==> config.mk <==
export PLATFORM = sky130hd
export DESIGN_NAME = dkc_cmd_seq
export DESIGN_NICKNAME = d
export VERILOG_FILES = /design/src/rtl/dkc_pkg.sv /design/src/rtl/dkc_cmd_table.sv /design/src/rtl/dkc_exec_pump.sv /design/src/rtl/dkc_phase_ctrl.sv /design/src/rtl/dkc_cmd_seq.sv
export SDC_FILE = /design/constraint.sdc
export NUM_CORES = 1
export LEC_CHECK = 0
export ABC_AREA = 0
export CORE_ASPECT_RATIO = 1.5
export CORE_MARGIN = 2
export CORE_UTILIZATION = 32
export CTS_CLUSTER_DIAMETER = 40
export DETAILED_ROUTE_END_ITERATION = 10
export PLACE_DENSITY = 0.49
export SYNTH_ARGS = -nofsm -noshare
export SYNTH_HDL_FRONTEND = slang
export SYNTH_SLANG_ARGS = --single-unit
==> constraint.sdc <==
create_clock -name clk -period 2.3 [get_ports clk]
set_clock_uncertainty 0.2 [all_clocks]
set_input_delay 0.23 -clock clk [delete_from_list [all_inputs] [get_ports clk]]
set_output_delay 0.23 -clock clk [all_outputs]
set_load 0.02 [all_outputs]
==> src/rtl/dkc_pkg.sv <==
package dkc_pkg;
  localparam int CNT_W = 4;

  localparam int SB_RQM = 7;
  localparam int SB_DIO = 6;
  localparam int SB_NDM = 5;
  localparam int SB_CB  = 4;

  localparam logic [4:0] OP_SETUP = 5'h03;
  localparam logic [4:0] OP_PROBE = 5'h04;
  localparam logic [4:0] OP_WRITE = 5'h05;
  localparam logic [4:0] OP_READ  = 5'h06;

  typedef enum logic [1:0] {
    PH_IDLE = 2'd0,
    PH_CMD  = 2'd1,
    PH_EXEC = 2'd2,
    PH_RES  = 2'd3
  } phase_e;

  typedef enum logic [1:0] {
    XF_NONE = 2'd0,
    XF_RD   = 2'd1,
    XF_WR   = 2'd2
  } xfer_e;

  typedef struct packed {
    logic             valid;
    logic [CNT_W-1:0] cmd_len;
    logic [CNT_W-1:0] res_len;
    xfer_e            xfer;
  } cmd_info_t;

  // Result byte k of a finished command
  function automatic logic [7:0] res_byte(input logic [CNT_W-1:0] idx,
                                          input logic [4:0] code,
                                          input logic inv,
                                          input logic ovr,
                                          input logic [7:0] sum);
    logic [7:0] b;
    if (idx == '0) b = {inv, ovr, 1'b0, code};
    else if (idx == CNT_W'(1)) b = sum;
    else b = {idx[2:0], code};
    return b;
  endfunction
endpackage

==> src/rtl/dkc_cmd_table.sv <==
module dkc_cmd_table
  import dkc_pkg::*;
#(
  parameter int XFER_CMD_LEN = 9,
  parameter int XFER_RES_LEN = 7
) (
  input  logic [4:0] op,
  output cmd_info_t  info
);
  always_comb begin
    info.valid   = 1'b1;
    info.cmd_len = CNT_W'(1);
    info.res_len = CNT_W'(1);
    info.xfer    = XF_NONE;
    case (op)
      OP_READ: begin
        info.cmd_len = CNT_W'(XFER_CMD_LEN);
        info.res_len = CNT_W'(XFER_RES_LEN);
        info.xfer    = XF_RD;
      end
      OP_WRITE: begin
        info.cmd_len = CNT_W'(XFER_CMD_LEN);
        info.res_len = CNT_W'(XFER_RES_LEN);
        info.xfer    = XF_WR;
      end
      OP_SETUP: info.cmd_len = CNT_W'(3);
      OP_PROBE: info.cmd_len = CNT_W'(2);
      default:  info.valid   = 1'b0;
    endcase
  end
endmodule

==> src/rtl/dkc_exec_pump.sv <==
module dkc_exec_pump #(
  parameter int BYTE_GAP  = 4,
  parameter int OVR_LIMIT = 3250
) (
  input  logic       clk,
  input  logic       rst_n,
  input  logic       start,
  input  logic [7:0] count,
  input  logic       dir_rd,
  input  logic       service,
  input  logic [7:0] wdata,
  output logic       pending,
  output logic [7:0] rdata,
  output logic       done,
  output logic       ovr,
  output logic [7:0] sum
);
  localparam int GAP_W = $clog2(BYTE_GAP + 1);
  localparam int OVR_W = $clog2(OVR_LIMIT + 1);

  logic             act_q, act_d;
  logic             pend_q, pend_d;
  logic             ovr_q, ovr_d;
  logic [7:0]       rem_q, rem_d;
  logic [7:0]       bidx_q, bidx_d;
  logic [7:0]       sum_q, sum_d;
  logic [GAP_W-1:0] gap_q, gap_d;
  logic [OVR_W-1:0] ovc_q, ovc_d;

  assign rdata   = 8'hA0 + bidx_q;
  assign pending = pend_q;
  assign ovr     = ovr_q;
  assign sum     = sum_q;
  assign done    = act_q && (rem_q == 8'd0) && !pend_q;

  always_comb begin
    act_d  = act_q;
    pend_d = pend_q;
    ovr_d  = ovr_q;
    rem_d  = rem_q;
    bidx_d = bidx_q;
    sum_d  = sum_q;
    gap_d  = gap_q;
    ovc_d  = ovc_q;
    if (start) begin
      act_d  = 1'b1;
      pend_d = 1'b0;
      ovr_d  = 1'b0;
      rem_d  = count;
      bidx_d = 8'd0;
      sum_d  = 8'd0;
      gap_d  = '0;
      ovc_d  = '0;
    end else if (act_q) begin
      if (pend_q) begin
        if (service) begin
          pend_d = 1'b0;
          rem_d  = rem_q - 8'd1;
          bidx_d = bidx_q + 8'd1;
          ovc_d  = '0;
          sum_d  = sum_q + (dir_rd ? rdata : wdata);
        end else if (ovc_q == OVR_W'(OVR_LIMIT - 1)) begin
          pend_d = 1'b0;
          rem_d  = 8'd0;
          ovr_d  = 1'b1;
          ovc_d  = '0;
        end else begin
          ovc_d = ovc_q + OVR_W'(1);
        end
      end else if (rem_q != 8'd0) begin
        if (gap_q == GAP_W'(BYTE_GAP - 1)) begin
          gap_d  = '0;
          pend_d = 1'b1;
        end else begin
          gap_d = gap_q + GAP_W'(1);
        end
      end else begin
        act_d = 1'b0;
      end
    end
  end

  always_ff @(posedge clk or negedge rst_n) begin
    if (!rst_n) begin
      act_q  <= 1'b0;
      pend_q <= 1'b0;
      ovr_q  <= 1'b0;
      rem_q  <= 8'd0;
      bidx_q <= 8'd0;
      sum_q  <= 8'd0;
      gap_q  <= '0;
      ovc_q  <= '0;
    end else begin
      act_q  <= act_d;
      pend_q <= pend_d;
      ovr_q  <= ovr_d;
      rem_q  <= rem_d;
      bidx_q <= bidx_d;
      sum_q  <= sum_d;
      gap_q  <= gap_d;
      ovc_q  <= ovc_d;
    end
  end
endmodule

==> src/rtl/dkc_phase_ctrl.sv <==
module dkc_phase_ctrl
  import dkc_pkg::*;
(
  input  logic             clk,
  input  logic             rst_n,
  input  logic             cmd_wr,
  input  logic [7:0]       wdata,
  input  logic             res_rd,
  input  logic             exec_done,
  input  logic             dma_mode,
  input  cmd_info_t        info,
  output phase_e           phase,
  output logic [4:0]       code,
  output logic [CNT_W-1:0] idx,
  output logic             irq_end,
  output logic             exec_start,
  output logic [7:0]       exec_count,
  output xfer_e            xfer,
  output logic             dma_sel,
  output logic             invalid
);
  phase_e           ph_q, ph_d;
  logic [4:0]       code_q, code_d;
  logic [CNT_W-1:0] idx_q, idx_d;
  logic             irq_q, irq_d;
  xfer_e            xfer_q, xfer_d;
  logic             dma_q, dma_d;
  logic             inv_q, inv_d;

  assign phase   = ph_q;
  assign code    = code_q;
  assign idx     = idx_q;
  assign irq_end = irq_q;
  assign xfer    = xfer_q;
  assign dma_sel = dma_q;
  assign invalid = inv_q;

  always_comb begin
    ph_d       = ph_q;
    code_d     = code_q;
    idx_d      = idx_q;
    irq_d      = irq_q;
    xfer_d     = xfer_q;
    dma_d      = dma_q;
    inv_d      = inv_q;
    exec_start = 1'b0;
    exec_count = 8'd0;
    case (ph_q)
      PH_IDLE: begin
        if (cmd_wr) begin
          code_d = wdata[4:0];
          xfer_d = info.xfer;
          inv_d  = !info.valid;
          idx_d  = CNT_W'(1);
          if (info.cmd_len <= CNT_W'(1)) begin
            ph_d       = PH_EXEC;
            exec_start = 1'b1;
            dma_d      = dma_mode;
          end else begin
            ph_d = PH_CMD;
          end
        end
      end
      PH_CMD: begin
        if (cmd_wr) begin
          idx_d = idx_q + CNT_W'(1);
          if (idx_q + CNT_W'(1) >= info.cmd_len) begin
            ph_d       = PH_EXEC;
            exec_start = 1'b1;
            exec_count = (xfer_q == XF_NONE) ? 8'd0 : wdata;
            dma_d      = dma_mode;
          end
        end
      end
      PH_EXEC: begin
        if (exec_done) begin
          ph_d  = PH_RES;
          irq_d = 1'b1;
          idx_d = '0;
        end
      end
      PH_RES: begin
        if (res_rd) begin
          irq_d = 1'b0;
          idx_d = idx_q + CNT_W'(1);
          if (idx_q + CNT_W'(1) >= info.res_len) begin
            ph_d  = PH_IDLE;
            idx_d = '0;
          end
        end
      end
      default: ph_d = PH_IDLE;
    endcase
  end

  always_ff @(posedge clk or negedge rst_n) begin
    if (!rst_n) begin
      ph_q   <= PH_IDLE;
      code_q <= 5'd0;
      idx_q  <= '0;
      irq_q  <= 1'b0;
      xfer_q <= XF_NONE;
      dma_q  <= 1'b0;
      inv_q  <= 1'b0;
    end else begin
      ph_q   <= ph_d;
      code_q <= code_d;
      idx_q  <= idx_d;
      irq_q  <= irq_d;
      xfer_q <= xfer_d;
      dma_q  <= dma_d;
      inv_q  <= inv_d;
    end
  end
endmodule

==> src/rtl/dkc_cmd_seq.sv <==
module dkc_cmd_seq
  import dkc_pkg::*;
#(
  parameter int XFER_CMD_LEN = 9,
  parameter int XFER_RES_LEN = 7,
  parameter int BYTE_GAP     = 4,
  parameter int OVR_LIMIT    = 3250
) (
  input  logic       clk,
  input  logic       rst_n,
  input  logic       host_a0,
  input  logic       host_rd,
  input  logic       host_wr,
  input  logic [7:0] host_wdata,
  output logic [7:0] host_rdata,
  input  logic       dma_mode,
  input  logic       dack_n,
  input  logic [3:0] drive_busy,
  output logic       irq,
  output logic       drq
);
  // reset: asserted at once, released through two flops
  logic [1:0] rst_sync_q;
  logic       rst_int_n;
  always_ff @(posedge clk or negedge rst_n) begin
    if (!rst_n) rst_sync_q <= 2'b00;
    else        rst_sync_q <= {rst_sync_q[0], 1'b1};
  end
  assign rst_int_n = rst_sync_q[1];

  phase_e           phase;
  logic [4:0]       code_q;
  logic [CNT_W-1:0] idx_q;
  logic             irq_end;
  logic             exec_start;
  logic [7:0]       exec_count;
  xfer_e            xfer_q;
  logic             dma_q;
  logic             inv_q;
  cmd_info_t        info;
  logic [4:0]       op_sel;

  logic       pending, exec_done, ovr_flag;
  logic [7:0] pump_data, pump_sum;

  logic       in_exec, dir_rd, rqm, dio, ndm, cb;
  logic [7:0] status;
  logic       cmd_wr, res_rd, strobe, svc;

  assign op_sel = (phase == PH_IDLE) ? host_wdata[4:0] : code_q;

  dkc_cmd_table #(
    .XFER_CMD_LEN(XFER_CMD_LEN),
    .XFER_RES_LEN(XFER_RES_LEN)
  ) i_table (
    .op  (op_sel),
    .info(info)
  );

  assign in_exec = (phase == PH_EXEC);
  assign dir_rd  = (xfer_q == XF_RD);

  always_comb begin
    rqm = (phase != PH_EXEC) || (pending && !dma_q);
    dio = (phase == PH_RES) || (in_exec && dir_rd);
    ndm = in_exec && !dma_q;
    cb  = (phase != PH_IDLE);
    status = {rqm, dio, ndm, cb, drive_busy};
  end

  assign cmd_wr = host_wr && host_a0 && status[SB_RQM] && !status[SB_DIO]
                  && ((phase == PH_IDLE) || (phase == PH_CMD));
  assign res_rd = host_rd && host_a0 && (phase == PH_RES);
  assign strobe = dir_rd ? host_rd : host_wr;
  assign svc    = in_exec && pending && strobe && (dma_q ? !dack_n : host_a0);

  dkc_phase_ctrl i_ctrl (
    .clk       (clk),
    .rst_n     (rst_int_n),
    .cmd_wr    (cmd_wr),
    .wdata     (host_wdata),
    .res_rd    (res_rd),
    .exec_done (exec_done),
    .dma_mode  (dma_mode),
    .info      (info),
    .phase     (phase),
    .code      (code_q),
    .idx       (idx_q),
    .irq_end   (irq_end),
    .exec_start(exec_start),
    .exec_count(exec_count),
    .xfer      (xfer_q),
    .dma_sel   (dma_q),
    .invalid   (inv_q)
  );

  dkc_exec_pump #(
    .BYTE_GAP (BYTE_GAP),
    .OVR_LIMIT(OVR_LIMIT)
  ) i_pump (
    .clk    (clk),
    .rst_n  (rst_int_n),
    .start  (exec_start),
    .count  (exec_count),
    .dir_rd (dir_rd),
    .service(svc),
    .wdata  (host_wdata),
    .pending(pending),
    .rdata  (pump_data),
    .done   (exec_done),
    .ovr    (ovr_flag),
    .sum    (pump_sum)
  );

  assign irq = irq_end || (in_exec && !dma_q && pending);
  assign drq = in_exec && dma_q && pending;

  always_comb begin
    host_rdata = status;
    if ((phase == PH_RES) && host_a0)
      host_rdata = res_byte(idx_q, code_q, inv_q, ovr_flag, pump_sum);
    else if (in_exec && dir_rd && pending && (dma_q ? !dack_n : host_a0))
      host_rdata = pump_data;
  end
endmodule

==> metrics.yaml <==
status:
  status: "complete, but fails checks"
  violations: "negative setup slack"
placement:
  placement.io_buffers: 28
  pre_cts_slack_ns: -1.256
  placedCellCount: 779
  hpwl_um: 10850
  place_congestion: 0.8489
die:
  die_x_um: 98.06
  die_h_um: 145.1
  rows: 51
  coreArea_sq_mm: 0.01295
  initial_core_util_pct: 32.78
  io_pins: 29
  die_area_sq_mm: 0.01423
worst_hold_path:
  min_path_type: "reg2async"
pwr:
  vdd_drop_max_v: 0.0004375
  p_total_mw: 8.875
  powerDensity_mw_per_mm2: 1281
  p_leak_nw: 3.114
clock_tree:
  clkSinkCount: 60
  clk_pin_slew_ns: 0.06
  cts_max_path_buffers: 2
  cts-root-buf: "clkbuf_16"
  clock_latency_ns: 0.34
  cts_made_buffers: 9
  tritoncts: "built"
  h-tree-depth: 3
synthesis:
  synth_nets: 527
  syn_inst: 482
  ys.flop_type: "dfrtp_1"
  synth_warnings: 0
  syn_area_sq_mm: 0.004247
  synth_cell_types: 57
  synth_area_per_cell_sq_um: 8.810
  seq_area_frac_synth_pct: 35.36
  synthArstFlopShare_pct: 100.0
  synth_seq_cells: 60
  synth-edff-count: 0
cells_and_area:
  nets: 715
  drive_gt1_share_pct: 45.48
  n_antenna_cell: 0
  area_delta_synth_final_pct: 63.17
  fin_cells: 834
sta:
  clock.fmax_mhz: 295.7
  fin_crit_ns: 3.382
  slew_headroom_pct: 60.93
  tightestPinTransition_ns: 0.5841
  grt_setup_unrepaired: "yes"
  drv_slew: 0
  setup_viol: 67
  finalWorstSetupSlack_ns: -1.082
  finalHoldViolations: 0
  finalCritPeriodShare_pct: 147.1
  timing.setup.tns_ns: -58.04
critical_path:
  endpoint_kind: "flip-flop"
  required_ns: 2.34
  start_kind: "flip-flop"
  critPathArrivalTime_ns: 3.42
  crit_fanout: 11
  path_class: "reg2reg"
global_route:
  grt_usage_pct: 21.07
  grt_start_max_net_pins: 59
  gr-total-overflow: 0
  grt_pass1_vias: 4553
  grt_pass1_wl_um: 23720
  antenna_found_initial: 0
route:
  dr.first_iter.drc_count: 153
  routed_wirelength_um: 15300
  wl_per_cell_um: 18.34
  drc: 0
  vias: 4373
  ant_nets: 0
  wl_met3_um: 331
  drt_pass1_iterations: 4
  dr_wl_met2_um: 8164
  wl_met1_um: 6171
  routed_via_density: 5.243
  highest_layer: "met4"
run:
  cap_violations: 0
## repair_timing
action / 4_1_cts / 5_1_grt
hold buffers: 1 / 0
buffers inserted: 21 / 18
endpoints found under the setup margin: 67 / 67
hold endpoints to repair: 2 / 0
cloned: 0 / 3
pin swaps: 23 / 30
resized for setup: 94 / 84
## worst paths after layout
path,depth (start not counted),slack [ns],startpoint,to
setup / recovery,12,-1.08,i_ctrl.phase[0],i_pump.rem_q[2]
hold / removal,1,0.06,rst_sync_q[1],i_pump.sum[1]
setup reg to reg,12,-1.08,i_ctrl.phase[0],i_pump.rem_q[2]
hold reg to reg,1,0.06,rst_sync_q[1],i_pump.sum[1]
max in group asynchronous,2,1.37,rst_n,rst_sync_q[1]
min in group clk,0,0.15,rst_sync_q[0],rst_sync_q[1]
## cell families (layout without fill, tap and decap cells)
kind of cell / Yosys count / in the layout / synth area share, %
simple gates: 176 / 176 / 20.54
compound gates: 132 / 132 / 21.10
flops: 60 / 60 / 35.36
buf+inv: 40 / 233 / 3.948
mux: 27 / 27 / 7.012
fa+ha+maj: 26 / 26 / 7.837
xor+xnor: 20 / 20 / 4.125
other cells: 1 / 1 / 0.08831
## placed cells by master (no fill, tap or decap), types with 11 or more instances in the layout
| cell type | count |
|---|---|
| a21oi_1 | 18 |
| a21oi_2 | 24 |
| buf_4 | 135 |
| buf_6 | 24 |
| clkbuf_16 | 11 |
| clkdlybuf4s50_1 | 18 |
| dfrtp_1 | 59 |
| ha_1 | 21 |
| inv_1 | 22 |
| nand2_1 | 49 |
| nor2_1 | 24 |
| o21ai_0 | 16 |
## area by class of cell
| cell class | instances | area, sq um |
|---|---|---|
| Clock inverter | 4 | 23.77 |
| Sequential cell | 60 | 1503 |
| Clock buffer | 12 | 256.5 |
| Inverter | 25 | 96.34 |
| Timing Repair Buffer | 192 | 1719 |
| Tap cell | 159 | 198.9 |
| Multi-Input combinational cell | 382 | 3132 |
| Fill cell | 1166 | 6025 |
## worst max-delay path: stages, from the launching register on
cell and delay (ns):
dfrtp_1 0.39, inv_2 0.09, ha_4 0.22, mux2_4 0.34, or3_1 0.35, ha_1 0.28, nand2b_4 0.15, a2111oi_4 0.40
o32ai_4 0.20, a21oi_2 0.17, buf_6 0.15, a32oi_1 0.10, o22ai_1 0.22
## cell usage after synthesis (all sizes together) (3+ instances only)
cell type	n	area share, %
mux2	16	4.2
nand3	8	0.94
inv	25	2.2
o211ai	6	1.1
xor2	10	2.1
or2	5	0.74
buf	9	1.2
nand2	59	5.2
a21oi	47	5.7
clkbuf	6	0.53
and3	11	1.6
a32oi	4	0.82
o21ai	25	2.9
a21o	3	0.53
nand3b	4	0.71
nor2	35	3.1
mux2i	11	2.8
ha	25	7.4
o22ai	6	0.88
dfrtp	60	35
a31oi	5	0.74
nor3	11	1.3
nor2b	10	1.5
nor3b	3	0.53
nand4	3	0.44
o41ai	5	1.0
and2	5	0.74
a22o	5	1.0
a211oi	8	1.4
a22oi	3	0.53
nand2b	9	1.3
or3	6	0.88
xnor2	10	2.1
## report_power, final
group / total [mW] / switching [mW] / internal [mW] / leakage [nW]
clock: 1.32 / 0.532 / 0.785 / 0.142
combinational: 5.87 / 2.85 / 3.02 / 2.19
sequential: 1.69 / 0.300 / 1.39 / 0.779
total: 8.87 / 3.68 / 5.19 / 3.11
## layer usage
layer	up-vias	track usage, %
met1	2148	24.41
met5	-	0
met4	0	10.07
li1	2113	-
met2	73	37.74
met3	39	2.697
## flip-flops by register name (all words and copies together) (netlist names), 2 cells and up
| signal | count |
|---|---|
| i_pump.ovc_q | 12 |
| i_pump.bidx_q | 8 |
| i_pump.rem_q | 8 |
| i_pump.sum | 8 |
| i_ctrl.code | 5 |
| i_ctrl.idx | 4 |
| i_pump.gap_q | 3 |
| i_ctrl.phase | 2 |
| i_ctrl.xfer | 2 |
| rst_sync_q | 2 |
## metrics by stage
| stage | area (sq um) | util (%) | hold slack (ns) |
|---|---|---|---|
| detailed placement | 5796 | 44.74 | 0.09021 |
| global route | 6929 | 53.49 | 0.09916 |
| global placement | 5796 | 44.74 | 0.09095 |
| floorplan | 4423 | - | -0.2656 |
| CTS | 6464 | 49.90 | 0.09582 |
| finish | 6929 | 53.49 | 0.06238 |
No activity file was read; power rests on OpenSTA's default activity.
